[config.mk]
export PLATFORM = sky130hd
export DESIGN_NAME = cs_ram_array
export DESIGN_NICKNAME = d
export VERILOG_FILES = /design/src/rtl/csram_pkg.sv /design/src/rtl/csram_rst_sync.sv /design/src/rtl/csram_dec.sv /design/src/rtl/csram_grid.sv /design/src/rtl/cs_ram_array.sv
export SDC_FILE = /design/constraint.sdc
export NUM_CORES = 1
export LEC_CHECK = 0
export CORE_MARGIN = 4
export CORE_UTILIZATION = 45
export DETAILED_ROUTE_END_ITERATION = 6
export PLACE_DENSITY_LB_ADDON = 0.05
export SLEW_MARGIN = 20
export SYNTH_ARGS = -nofsm -noshare
export SYNTH_HDL_FRONTEND = slang
export SYNTH_SLANG_ARGS = --single-unit
[constraint.sdc]
create_clock -name clk -period 1.4 [get_ports clk]
set_input_delay 0.28 -clock clk [delete_from_list [all_inputs] [get_ports clk]]
set_output_delay 0.28 -clock clk [all_outputs]
set_load 0.02 [all_outputs]
[src/rtl/csram_pkg.sv]
package csram_pkg;
  typedef enum logic [1:0] {
    OP_IDLE  = 2'd0,
    OP_READ  = 2'd1,
    OP_WRITE = 2'd2
  } csram_op_e;
endpackage

[src/rtl/csram_rst_sync.sv]
module csram_rst_sync (
  input  logic clk,
  input  logic rst_n,
  output logic rst_sync_n
);
  logic meta_q;

  always_ff @(posedge clk or negedge rst_n) begin
    if (!rst_n) begin
      meta_q     <= 1'b0;
      rst_sync_n <= 1'b0;
    end else begin
      meta_q     <= 1'b1;
      rst_sync_n <= meta_q;
    end
  end
endmodule

[src/rtl/csram_dec.sv]
module csram_dec #(
  parameter int IN_W = 2
) (
  input  logic                   en,
  input  logic [IN_W-1:0]        code,
  output logic [(1<<IN_W)-1:0]   lines
);
  always_comb begin
    lines = '0;
    if (en) lines[code] = 1'b1;
  end
endmodule

[src/rtl/csram_grid.sv]
module csram_grid #(
  parameter int NR     = 4,
  parameter int NC     = 4,
  parameter int WORD_W = 1
) (
  input  logic                 clk,
  input  logic                 rst_n,
  input  logic                 wr_en,
  input  logic [NR-1:0]        row_sel,
  input  logic [NC/WORD_W-1:0] col_sel,
  input  logic [WORD_W-1:0]    din,
  output logic [WORD_W-1:0]    rd_bits
);
  localparam int NCL = NC / WORD_W;

  logic [NR-1:0][NC-1:0] cell_q;
  logic [NR-1:0][NC-1:0] cell_d;

  // Next-state: only the row/column intersection takes the data.
  always_comb begin
    cell_d = cell_q;
    for (int r = 0; r < NR; r++) begin
      for (int c = 0; c < NC; c++) begin
        if (wr_en && row_sel[r] && col_sel[c / WORD_W])
          cell_d[r][c] = din[c % WORD_W];
      end
    end
  end

  always_ff @(posedge clk or negedge rst_n) begin
    if (!rst_n) cell_q <= '0;
    else if (wr_en) cell_q <= cell_d;
  end

  // One OR tree per data bit, gathering every cell at that bit position.
  for (genvar b = 0; b < WORD_W; b++) begin : g_or_tree
    always_comb begin
      rd_bits[b] = 1'b0;
      for (int r = 0; r < NR; r++) begin
        for (int l = 0; l < NCL; l++) begin
          rd_bits[b] = rd_bits[b] |
                       (row_sel[r] & col_sel[l] & cell_q[r][l*WORD_W + b]);
        end
      end
    end
  end

  // with no write enabled, the whole grid holds its contents.
  p_grid_hold_r4: assert property (@(posedge clk) disable iff (!rst_n)
    !wr_en |=> $stable(cell_q));

  // a write always sees exactly one row line and one column line.
  p_single_cross_r2: assert property (@(posedge clk) disable iff (!rst_n)
    wr_en |-> ($countones(row_sel) == 1 && $countones(col_sel) == 1));
endmodule

[src/rtl/cs_ram_array.sv]
module cs_ram_array
  import csram_pkg::*;
#(
  parameter int ROW_BITS = 2,
  parameter int COL_BITS = 2,
  parameter int WORD_W   = 1
) (
  input  logic                                          clk,
  input  logic                                          rst_n,
  input  logic                                          cs,
  input  logic                                          we,
  input  logic [ROW_BITS+COL_BITS-$clog2(WORD_W)-1:0]   addr,
  input  logic [WORD_W-1:0]                             din,
  output logic [WORD_W-1:0]                             dout,
  output logic                                          dout_valid
);
  localparam int NR   = 1 << ROW_BITS;
  localparam int NC   = 1 << COL_BITS;
  localparam int CDB  = COL_BITS - $clog2(WORD_W);
  localparam int NCL  = 1 << CDB;
  localparam int AW   = ROW_BITS + CDB;

  logic              rst_sync_n;
  csram_op_e         op;
  logic [NR-1:0]     row_sel;
  logic [NCL-1:0]    col_sel;
  logic [WORD_W-1:0] rd_bits;

  csram_rst_sync u_rst (
    .clk        (clk),
    .rst_n      (rst_n),
    .rst_sync_n (rst_sync_n)
  );

  always_comb begin
    if (!cs)     op = OP_IDLE;
    else if (we) op = OP_WRITE;
    else         op = OP_READ;
  end

  csram_dec #(.IN_W(ROW_BITS)) u_row_dec (
    .en    (1'b1),
    .code  (addr[AW-1 -: ROW_BITS]),
    .lines (row_sel)
  );

  csram_dec #(.IN_W(CDB)) u_col_dec (
    .en    (cs),
    .code  (addr[CDB-1:0]),
    .lines (col_sel)
  );

  csram_grid #(.NR(NR), .NC(NC), .WORD_W(WORD_W)) u_grid (
    .clk     (clk),
    .rst_n   (rst_sync_n),
    .wr_en   (op == OP_WRITE),
    .row_sel (row_sel),
    .col_sel (col_sel),
    .din     (din),
    .rd_bits (rd_bits)
  );

  // Output gate standing in for the tri-state buffer.
  always_comb begin
    dout_valid = (op == OP_READ);
    dout       = dout_valid ? rd_bits : '0;
  end

  // chip select low leaves every column line at 0.
  p_col_gated_r3: assert property (@(posedge clk) disable iff (!rst_sync_n)
    !cs |-> (col_sel == '0));

  // the output is never driven while writing or deselected.
  p_out_blocked_r6: assert property (@(posedge clk) disable iff (!rst_sync_n)
    (!cs || we) |-> (!dout_valid && dout == '0));
endmodule

# --- Yosys cells after proc, flatten, opt, wreduce, memory -nomap -nowiden ---
# Index checks and enable logic that the tools add are counted.
classes:
  magnitude_cmp: 4
  eq_ne: 2
  muxes: 8
  bitwise_logic: 47
  reduce_logical: 38
ops:
  columns: ["cell", "n"]
  rows:
  - ["1-bit AND", 32]
  - ["2-bit AND reduction", 16]
  - ["1-bit logical AND", 22]
  - ["1-bit OR", 15]
  - ["2-bit by 3-bit < comparator with 1-bit output (second input constant)", 2]
  - ["1-bit demux with 2-bit select", 2]
  - ["2-bit by 1-bit greater-or-equal comparator with 1-bit output (second input constant)", 2]
  - ["2-bit two-way mux", 2]
  - ["4-bit two-way mux", 1]
  - ["1-bit two-way mux", 3]
  - ["2-bit by 1-bit equality test with 1-bit output (second input constant)", 1]
  - ["2-bit equality test (second input constant)", 1]
word_totals:
  reg_bits: 18
  out_inout_bits: 2

# --- Longest topological paths before layout ---
# Gate-level depths: netlist of run 1.
logic_depth:
  ltp_word: 23
  depth_mapped: 5

# --- Modules after synthesis ---
# A second synthesis of run 1 with hierarchy kept.
unflattened:
  hier_cells: 83
  hier_area_um2: 949.7
modules_own_cells:
  columns: ["module", "n_inst", "cells_per_inst", "area_per_inst_um2", "seq_area_each_um2"]
  rows:
  - ["csram_grid", 1, 68, 790.8, 400.4]
  - ["csram_dec", 2, 4, 37.5, 0.0]
  - ["csram_rst_sync", 1, 3, 53.8, 50.0]
  - ["cs_ram_array", 1, 4, 30.0, 0.0]

# --- Worst setup path after synthesis of run 1 ---
# OpenSTA, ideal clock, no wires.
synth_path:
  path_type: "input-to-output"
  from: "in addr[2]"
  to: "out dout"
  arrival_ns: 1.476
  required_time_ns: 1.120
  setup_slack_ns: -0.356
  stages: 5
  n_path_buf: 1
  path_cell_list: "buf_6 > and2b_1 > and4bb_2 > a311oi_1 > a311oi_1"
synth_between:
  elab_chain_len: 22
  elab_cells_between_ends: 53
synth_rtl:
  columns: ["item", "line", "rtl"]
  rows:
  - ["start, declared", "cs_ram_array.sv:12", "input logic [ROW_BITS+COL_BITS-$clog2(WORD_W)-1:0] addr,"]
  - ["2-bit by 3-bit < comparator with 1-bit output (not written as such) or 2-bit by 1-bit greater-or-equal comparator with 1-bit output (tied branches)", "csram_dec.sv:10", "if (en) lines[code] = 1'b1;"]
  - ["1-bit logical AND (not written as such)", "csram_dec.sv:10", null]
  - ["1-bit two-way mux (not written as such)", "csram_dec.sv:10", null]
  - ["1-bit demux with 2-bit select (*)", null, null]
  - ["1-bit AND (2 in series)", "csram_grid.sv:42", "(row_sel[r] & col_sel[l] & cell_q[r][l*WORD_W + b]);"]
  - ["1-bit OR (14 in series)", "csram_grid.sv:41", "rd_bits[b] = rd_bits[b] |"]
  - ["1-bit OR (*)", "csram_grid.sv:41", null]
  - ["1-bit two-way mux (*)", "cs_ram_array.sv:66", "dout = dout_valid ? rd_bits : '0;"]
  - ["end, declared", "cs_ram_array.sv:14", "output logic [WORD_W-1:0] dout,"]
# Every way passes the cells marked *; elsewhere a longest branch is shown, timed or not.

# --- Worst setup path in the final report of run 1 ---
layout_path:
  from: "in addr[3]"
  to: "out dout"
# The elaborated chain is that of the path after synthesis.

==> flow_metrics.tcl, run 1 <==
set metrics [dict create \
    cp_top_family "buffers and inverters" \
    fp.coreArea_um2 2062 \
    port_buffers 10 \
    layout-drive-gt1-share_pct 42.98 \
    synthTopCellsByCount "dfrtp_1 (18), nor2_1 (11), mux2_2 (10), nand2_1 (7)" \
    cp.required_ps 1120 \
    cap_viol_max_count 0 \
    synth_seq_area_share_pct 44.23 \
    grt_max_degree 17 \
    ir_worst_vdd_uv 774.8 \
    synth-seq-cells 18 \
    internal-power_w 0.0009483 \
    grt.overflow.total 0 \
    fin_util_pct 65.11 \
    finalHoldViolCount 0 \
    r2r_slack_ps 580 \
    p_clk_share_pct 24.8 \
    finalCritPeriodShare_pct 127.2 \
    worstSkewPairLatency_ps 300 \
    async_flop_share_pct 100.0 \
    wl_mm 2.125 \
    yosysMostFrequentCell "dfrtp_1" \
    worstMarginPinSlew_ps 669.3 \
    power_frac_seq_pct 51.8 \
    status "complete, but fails checks" \
    cts_root_buffer "clkbuf_4" \
    path_clk_slew_ps 100 \
    placed_cell_area_um2 1251 \
    cts_buffers 3 \
    grt_pass1_vias 827 \
    setup_viol 1 \
    cts_hold_buf 0 \
    synth_area_leaders "dfrtp_1 (44%), mux2_2 (11%), mux2_1 (5.5%)" \
    relSlewSlack_pct 55.38 \
    cts_max_path_buffers 2 \
    fin_area_um2 1343 \
    rows 16 \
    reg2reg_depth 1 \
    clock-sinks 18 \
    dr.first_iter.drc_count 14 \
    power_frac_comb_pct 23.4 \
    die_w_um 55.58 \
    cp_slowest_cell "nor4_4" \
    synthCells 91 \
    die_y_um 55.58 \
    timing.hold.worst.class "primary input to async pin" \
    place_congestion 0.8017 \
    hpwl_mm 1.540 \
    grt_pass1_wl_mm 3.767 \
    violations "negative setup slack" \
    cpMostUsedCell "a311oi_2" \
    rsz0062_at_grt "yes" \
    slowest_delay_ps 280 \
    maxSlewViolCount 0 \
    synth_ff_type "dfrtp_1" \
    cts_tree "yes" \
    pin_count 11 \
    min_period_ps 1781 \
    critPathArrivalTime_ps 1500 \
    finalNetCount 131 \
    p_sw_w 0.0003543 \
    synth_edf_count 0 \
    worst-path-stages 6 \
    avgRoutedWirePerCell_um 14.36 \
    dieArea_um2 3089 \
    num_vias 779 \
    fill_cells 165 \
    grt_usage_pct 15.69 \
    num_antenna_cells 0 \
    syn-num-nets 100 \
    fin_ws_ps -380.8 \
    crit_fanout 15 \
    swShare_pct 27.20 \
    ant_nets 0 \
    area_growth_pct 31.82 \
    finalSetupTns_ps -380.8 \
    vias_per_cell 5.264 \
    drc 0 \
    synth_warnings 0 \
    crit_buf_inv 3 \
    cts_max_level 1 \
    synth_top_area_share_pct 44.23 \
    synth_top_cell_by_area "dfrtp_1" \
    powerDensity_nw_per_um2 970.3 \
    clock_skew_ps 1.090 \
    fmax_ghz 0.5616 \
    crit_path_end_kind "output pin" \
    worstSetupPathType "primary input to output pin" \
    cp-start-kind "primary input" \
    initial_core_util_pct 49.39 \
    syn-cell-area_um2 1018 \
    path_cells "dlygate4sd2_1 -> buf_12 -> nor4_4 -> a311oi_2 -> a311oi_2 -> buf_4" \
    synth.avg_cell_area_um2 11.19 \
    synthDistinctLibCells 30 \
    antenna_found_initial 0 \
    first_pass_iters 4 \
    p_leak_nw 0.5917 \
]
registers in the layout, indices dropped and copies added, names as in the netlist:
signal	count
u_rst.meta_q	1
u_rst.rst_sync_n	1
u_grid.cell_q	16
layout by cell type, fill, tap and decap left out, drive strengths merged:
| master | netlist | layout |
|---|---|---|
| clkbuf | 2 | 5 |
| nor2 | 11 | 11 |
| nand4 | 1 | 1 |
| dlygate4sd2 | 0 | 2 |
| mux2 | 15 | 15 |
| dfrtp | 18 | 18 |
| o21ai | 3 | 3 |
| nand2b | 2 | 2 |
| clkdlybuf4s50 | 0 | 2 |
| inv | 2 | 2 |
| nand3b | 1 | 1 |
| buf | 3 | 24 |
| a311oi | 2 | 2 |
| o22ai | 1 | 1 |
| nand4b | 2 | 2 |
| nand2 | 7 | 7 |
| a31oi | 2 | 2 |
| nor4 | 3 | 3 |
| nand3 | 2 | 2 |
| a2bb2o | 1 | 1 |
| mux2i | 5 | 5 |
| conb | 1 | 1 |
| and4bb | 1 | 1 |
| and2b | 1 | 1 |
| nor3 | 5 | 5 |
| clkdlybuf4s15 | 0 | 2 |
what timing repair did:
action,in CTS,in global routing
pin swaps,5,2
gates cloned,0,0
resized for setup,30,4
setup buffers,4,0
endpoints found under the setup margin,17,6
stage by stage:
stage / hold WS, ps / instances / setup WS, ps / power, W
finish: 127.4 / 148 / -380.8 / 0.001303
floorplan: -15.59 / 91 / -132.1 / 0.0008442
detailed placement: 310.5 / 140 / -1150 / 0.0009610
CTS: 117.9 / 148 / -450.3 / 0.001307
global route: 104.2 / 148 / -442.1 / 0.001390
global placement: 276.3 / 140 / -1129 / 0.0009495
layout make-up:
type                    count  area (um2)  area share, %
clock buffers               4       36.28          2.703
inverters                   2       7.507         0.5592
multi-input cells          66       549.3          40.91
flip-flops and latches     18       450.4          33.55
well taps                  27       33.78          2.516
repair buffers             31       265.3          19.76
routing by layer:
metal | global-route usage, % | wire (um) | vias up
met2 | 25.51 | 1021 | 24
met5 | 0 | 0 | -
met3 | 4.176 | 131 | 5
met4 | 7.292 | 41 | 0
met1 | 19.25 | 931 | 363
li1 | - | - | 387
power groups by stage:
stage                     sequential (W)  combinational (W)  clock [W]
after floorplan                 0.000661           0.000184          0
after global placement          0.000679           0.000270          0
after detailed placement        0.000683           0.000278          0
after CTS                       0.000672           0.000299   0.000336
after global routing            0.000689           0.000335   0.000366
final                           0.000675           0.000305   0.000323
kinds of logic (layout without fill, tap and decap cells):
group                  count (synthesis)  after routing  share of synthesized area [%]
AND/OR/NAND/NOR                       36             36                          21.50
flip-flops                            18             18                          44.23
other                                  1              1                         0.3682
AO/OA/AOI/OAI                          9              9                          7.003
buffers and inverters                  7             37                          5.405
multiplexers                          20             20                          21.50
final timing paths:
path                                    end             start
max                                    dout           addr[3]
min                            u_rst.meta_q             rst_n
max reg2reg                u_grid.cell_q[0]  u_grid.cell_q[0]
min reg2reg                u_grid.cell_q[3]  u_rst.rst_sync_n
max in group asynchronous  u_grid.cell_q[8]  u_rst.rst_sync_n
min in group clk           u_rst.rst_sync_n      u_rst.meta_q
Power figures use the tool's default switching activity.
==> inputs of run 2 (changes only) <==
==> constraint.sdc (replaced) <==
create_clock -name clk -period 2.2 [get_ports clk]
set_input_delay 0.44 -clock clk [delete_from_list [all_inputs] [get_ports clk]]
set_output_delay 0.44 -clock clk [all_outputs]
set_load 0.02 [all_outputs]
==> flow_metrics.tcl, run 2 (synthesized netlist as in run 1, its figures left out) <==
set metrics [dict create \
    min_period_ps 2113 \
    cts_root_buffer "clkbuf_4" \
    worstSkewPairLatency_ps 290 \
    critPathArrivalTime_ps 1670 \
    fin_area_um2 1318 \
    cap_viol_max_count 0 \
    p_sw_w 0.0002096 \
    placed_cell_area_um2 1240 \
    cp_slowest_cell "a311oi_1" \
    crit_buf_inv 3 \
    layout-drive-gt1-share_pct 39.17 \
    num_antenna_cells 0 \
    dr.first_iter.drc_count 10 \
    cp_top_family "buffers and inverters" \
    rows 16 \
    place_inst 141 \
    cp.required_ps 1760 \
    num_vias 768 \
    power_frac_seq_pct 55.2 \
    clock_skew_ps 1.270 \
    grt_pass1_vias 769 \
    relSlewSlack_pct 56.18 \
    finalNetCount 131 \
    cts_max_path_buffers 2 \
    cts_tree "yes" \
    timing.hold.worst.class "flop to async pin" \
    place_congestion 0.8149 \
    stdcell_count 147 \
    path_clk_slew_ps 100 \
    regMostFlops "u_grid.cell_q" \
    ir_worst_vdd_uv 428.3 \
    path_cells "clkdlybuf4s15_1 -> buf_4 -> nand2b_4 -> nor4_4 -> a311oi_1 -> a311oi_1 -> buf_2" \
    finalSetupTns_ps 0 \
    worstMarginPinSlew_ps 657.3 \
    area_growth_pct 29.36 \
    antenna_found_initial 0 \
    powerDensity_nw_per_um2 583.7 \
    clock-sinks 18 \
    power_frac_comb_pct 24.0 \
    cp-start-kind "primary input" \
    largest_register_ffs 16 \
    swShare_pct 27.25 \
    cts_max_level 1 \
    top_regs "u_grid.cell_q (16), u_rst.meta_q (1), u_rst.rst_sync_n (1)" \
    cpMostUsedCell "a311oi_1" \
    p_leak_nw 0.6037 \
    grt_max_degree 17 \
    finalHoldViolCount 0 \
    cts_hold_buf 0 \
    grt_pass1_wl_mm 3.636 \
    p_clk_share_pct 20.8 \
    rsz0062_at_grt "no" \
    fin_util_pct 63.90 \
    crit_fanout 4 \
    fp.coreArea_um2 2062 \
    internal-power_w 0.0005595 \
    die_y_um 55.58 \
    status "finished, final reports clean" \
    fmax_ghz 0.4733 \
    dieArea_um2 3089 \
    drc 0 \
    ant_nets 0 \
    port_buffers 10 \
    grt.overflow.total 0 \
    layout_common_cells "buf_4 (18), dfrtp_1 (18), nor2_1 (10), mux2_2 (10), nand2_1 (6)" \
    maxSlewViolCount 0 \
    grt_usage_pct 14.84 \
    slowest_delay_ps 280 \
    finalCritPeriodShare_pct 96.03 \
    worstSetupPathType "primary input to output pin" \
    setup_viol 0 \
    initial_core_util_pct 49.39 \
    avgRoutedWirePerCell_um 14.02 \
    wl_mm 2.061 \
    first_pass_iters 4 \
    pin_count 11 \
    vias_per_cell 5.224 \
    die_w_um 55.58 \
    hpwl_mm 1.501 \
    cts_buffers 3 \
    crit_path_end_kind "output pin" \
]
run 2: repair_timing:
item,CTS,global route
setup buffers,0,2
cloned,0,1
gates resized for setup,14,13
endpoints found under the setup margin,2,1
pin swaps,1,4
endpoints found under the hold margin,0,0
run 2: metrics by stage:
step	setup slack, ps	hold WS (ps)	total power, W
after global routing	4.320	282.8	0.0008166
final	87.29	277.8	0.0007690
after global placement	-635.5	284.3	0.0006015
after detailed placement	-668.6	300.5	0.0006064
after CTS	-93.52	294.5	0.0007668
after floorplan	124.4	144.4	0.0005363
run 2: cell type report:
cell class / instances / area, um2
tap: 27 / 33.78
sequential: 18 / 450.4
fill: 161 / 744.5
timing repair buffer: 31 / 262.8
multi-input combinational: 66 / 540.5
inverter: 2 / 7.507
clock buffer: 3 / 22.52
run 2: metal layers:
metal | track usage, % | up-vias | routed length (um) | share of wire (%)
met5 | 0 | - | 0 | 0
met4 | 6.250 | 0 | 38 | 1.8
met3 | 3.944 | 6 | 105 | 5.1
met2 | 21.45 | 19 | 925 | 45
met1 | 20.78 | 357 | 992 | 48
li1 | - | 386 | - | -
run 2: power groups by stage:
stage | combinational, W | clock (W) | sequential (W)
floorplan | 0.000116 | 0 | 0.000420
global placement | 0.000171 | 0 | 0.000431
detailed placement | 0.000174 | 0 | 0.000433
CTS | 0.000174 | 0.000167 | 0.000425
global route | 0.000205 | 0.000180 | 0.000432
finish | 0.000185 | 0.000160 | 0.000424
run 2: path summary, 6_finish.rpt:
kind	from	to	slack, ps	depth (start not counted)
hold / removal	u_rst.rst_sync_n	u_grid.cell_q[12]	280	0
setup / recovery	addr[1]	dout	90	7
hold reg to reg	u_rst.rst_sync_n	u_grid.cell_q[12]	280	0
min in group clk	u_rst.meta_q	u_rst.rst_sync_n	360	0
setup reg to reg	u_grid.cell_q[0]	u_grid.cell_q[0]	1390	1
max in group asynchronous	u_rst.rst_sync_n	u_grid.cell_q[10]	1510	0
==> inputs of run 3 (changes only) <==
--- a/config.mk
+++ b/config.mk
@@ -5,6 +5,7 @@
 export SDC_FILE = /design/constraint.sdc
 export NUM_CORES = 1
 export LEC_CHECK = 0
+export CORE_ASPECT_RATIO = 1.1
 export CORE_MARGIN = 4
 export CORE_UTILIZATION = 45
 export DETAILED_ROUTE_END_ITERATION = 6
==> flow_metrics.tcl, run 3 (synthesized netlist as in run 1, its figures left out) <==
set metrics [dict create \
    cpMostUsedCell "a311oi_1" \
    cp_slowest_cell "dlygate4sd2_1" \
    place_ws_ps -672.6 \
    antenna_found_initial 0 \
    dr.first_iter.drc_count 2 \
    grt_pass1_wl_mm 3.532 \
    cp-start-kind "primary input" \
    layout_commonest_cell "dfrtp_1" \
    placed_cell_area_um2 1246 \
    finalCritPeriodShare_pct 95.19 \
    multi_input_area_um2 518.0 \
    clock-sinks 18 \
    p_leak_nw 0.5774 \
    fp.coreArea_um2 2085 \
    maxSlewViolCount 0 \
    grt.overflow.total 0 \
    seq_area_um2 450.4 \
    dieArea_um2 3089 \
    finalNetCount 127 \
    ant_nets 0 \
    num_vias 772 \
    die_y_um 57.90 \
    critPathArrivalTime_ps 1650 \
    cts_max_path_buffers 2 \
    r2r-end "u_grid.cell_q[8]" \
    cp.required_ps 1760 \
    cts_tree "yes" \
    initial_core_util_pct 48.86 \
    r2r_start "u_grid.cell_q[8]" \
    powerDensity_nw_per_um2 627.3 \
    grt_pass1_vias 806 \
    die_w_um 53.36 \
    regMostFlops "u_grid.cell_q" \
    ir_worst_vdd_uv 443.0 \
    cts_buffers 3 \
    fmax_ghz 0.4775 \
    first_pass_iters 4 \
    reg2reg_depth 1 \
    finalHoldViolCount 0 \
    layout_common_cells "dfrtp_1 (18), buf_4 (15), nor2_1 (10), mux2_2 (10), nand2_1 (6)" \
    place_congestion 0.8495 \
    slowest_delay_ps 270 \
    pin_count 11 \
    top_regs "u_grid.cell_q (16), u_rst.meta_q (1), u_rst.rst_sync_n (1)" \
    num_antenna_cells 0 \
    setup_viol 0 \
    fin_ws_ps 105.8 \
    r2r_slack_ps 1410 \
    path_clk_slew_ps 100 \
    cts_max_level 1 \
    vias_per_cell 5.324 \
    wl_mm 1.972 \
    fill_cells 209 \
    worstSetupPathType "primary input to output pin" \
    cap_viol_max_count 0 \
    path_cells "dlygate4sd2_1 -> buf_12 -> nor4_4 -> a311oi_1 -> a311oi_1 -> buf_2" \
    status "finished, final reports clean" \
    port_buffers 10 \
    worstSkewPairLatency_ps 300 \
    fin_area_um2 1276 \
    crit_fanout 15 \
    rows 17 \
    worstMarginPinSlew_ps 644.6 \
    cts_root_buffer "clkbuf_4" \
    relSlewSlack_pct 57.03 \
    avgRoutedWirePerCell_um 13.60 \
    layout-drive-gt1-share_pct 35.90 \
    rsz0062_at_grt "no" \
    crit_path_end_kind "output pin" \
    cts_hold_buf 0 \
    min_period_ps 2094 \
    grt_usage_pct 15.48 \
    largest_register_ffs 16 \
    grt_max_degree 17 \
    drc 0 \
    hpwl_mm 1.519 \
    clock_skew_ps 3.684 \
    timing.hold.worst.class "flop to async pin" \
    area_growth_pct 25.31 \
]
## run 3: stage by stage
stage	power (W)	hold WS [ps]	instances	util (%)	setup TNS, ps
floorplan	0.0005363	144.4	91	-	0
global placement	0.0006021	273.6	141	59.78	-783.1
detailed placement	0.0006056	293.6	141	59.78	-801.3
CTS	0.0008145	278.2	145	61.40	-65.50
global route	0.0008578	279.4	145	61.22	0
finish	0.0008005	272.9	145	61.22	0
## run 3: area by class of cell
class                   instances  share of cell area, %
repair buffers                 27                  17.94
multi-input cells              66                  40.59
clock buffers                   4                  2.843
inverters                       2                 0.5882
well taps                      28                  2.745
flip-flops and latches         18                  35.29
## run 3: worst max path at each step
stage,start,end,slack [ps],cells after the start
floorplan,addr[2],dout,120,5
detailed placement,addr[0],dout,-670,7
finish,addr[3],dout,110,6
global placement,addr[0],dout,-690,7
CTS,cs,dout,-70,6
global route,addr[2],dout,30,6
## run 3: what timing repair did
| action | in CTS | in global routing |
|---|---|---|
| endpoints found under the setup margin | 2 | 1 |
| buffers inserted | 0 | 0 |
| gates resized for setup | 13 | 6 |
| pin swaps | 0 | 3 |
## run 3: metal layers
layer | up-vias | GRT usage (%) | wire length, um
met3 | 4 | 3.085 | 83
met2 | 12 | 24.52 | 915
met1 | 377 | 20.23 | 931
met5 | - | 0 | 0
met4 | 0 | 6.569 | 43
li1 | 379 | - | -
## run 3: worst max-delay path: cells and delay by family
family | cells | cell delay [ps]
simple gates | 1 | 270
buf+inv | 3 | 630
compound gates | 2 | 320
## run 3: report_power, final
group	internal [W]	total, W	switching, W
combinational	0.0000991	0.000171	0.0000715
sequential	0.000390	0.000423	0.0000327
clock	0.000101	0.000207	0.000106
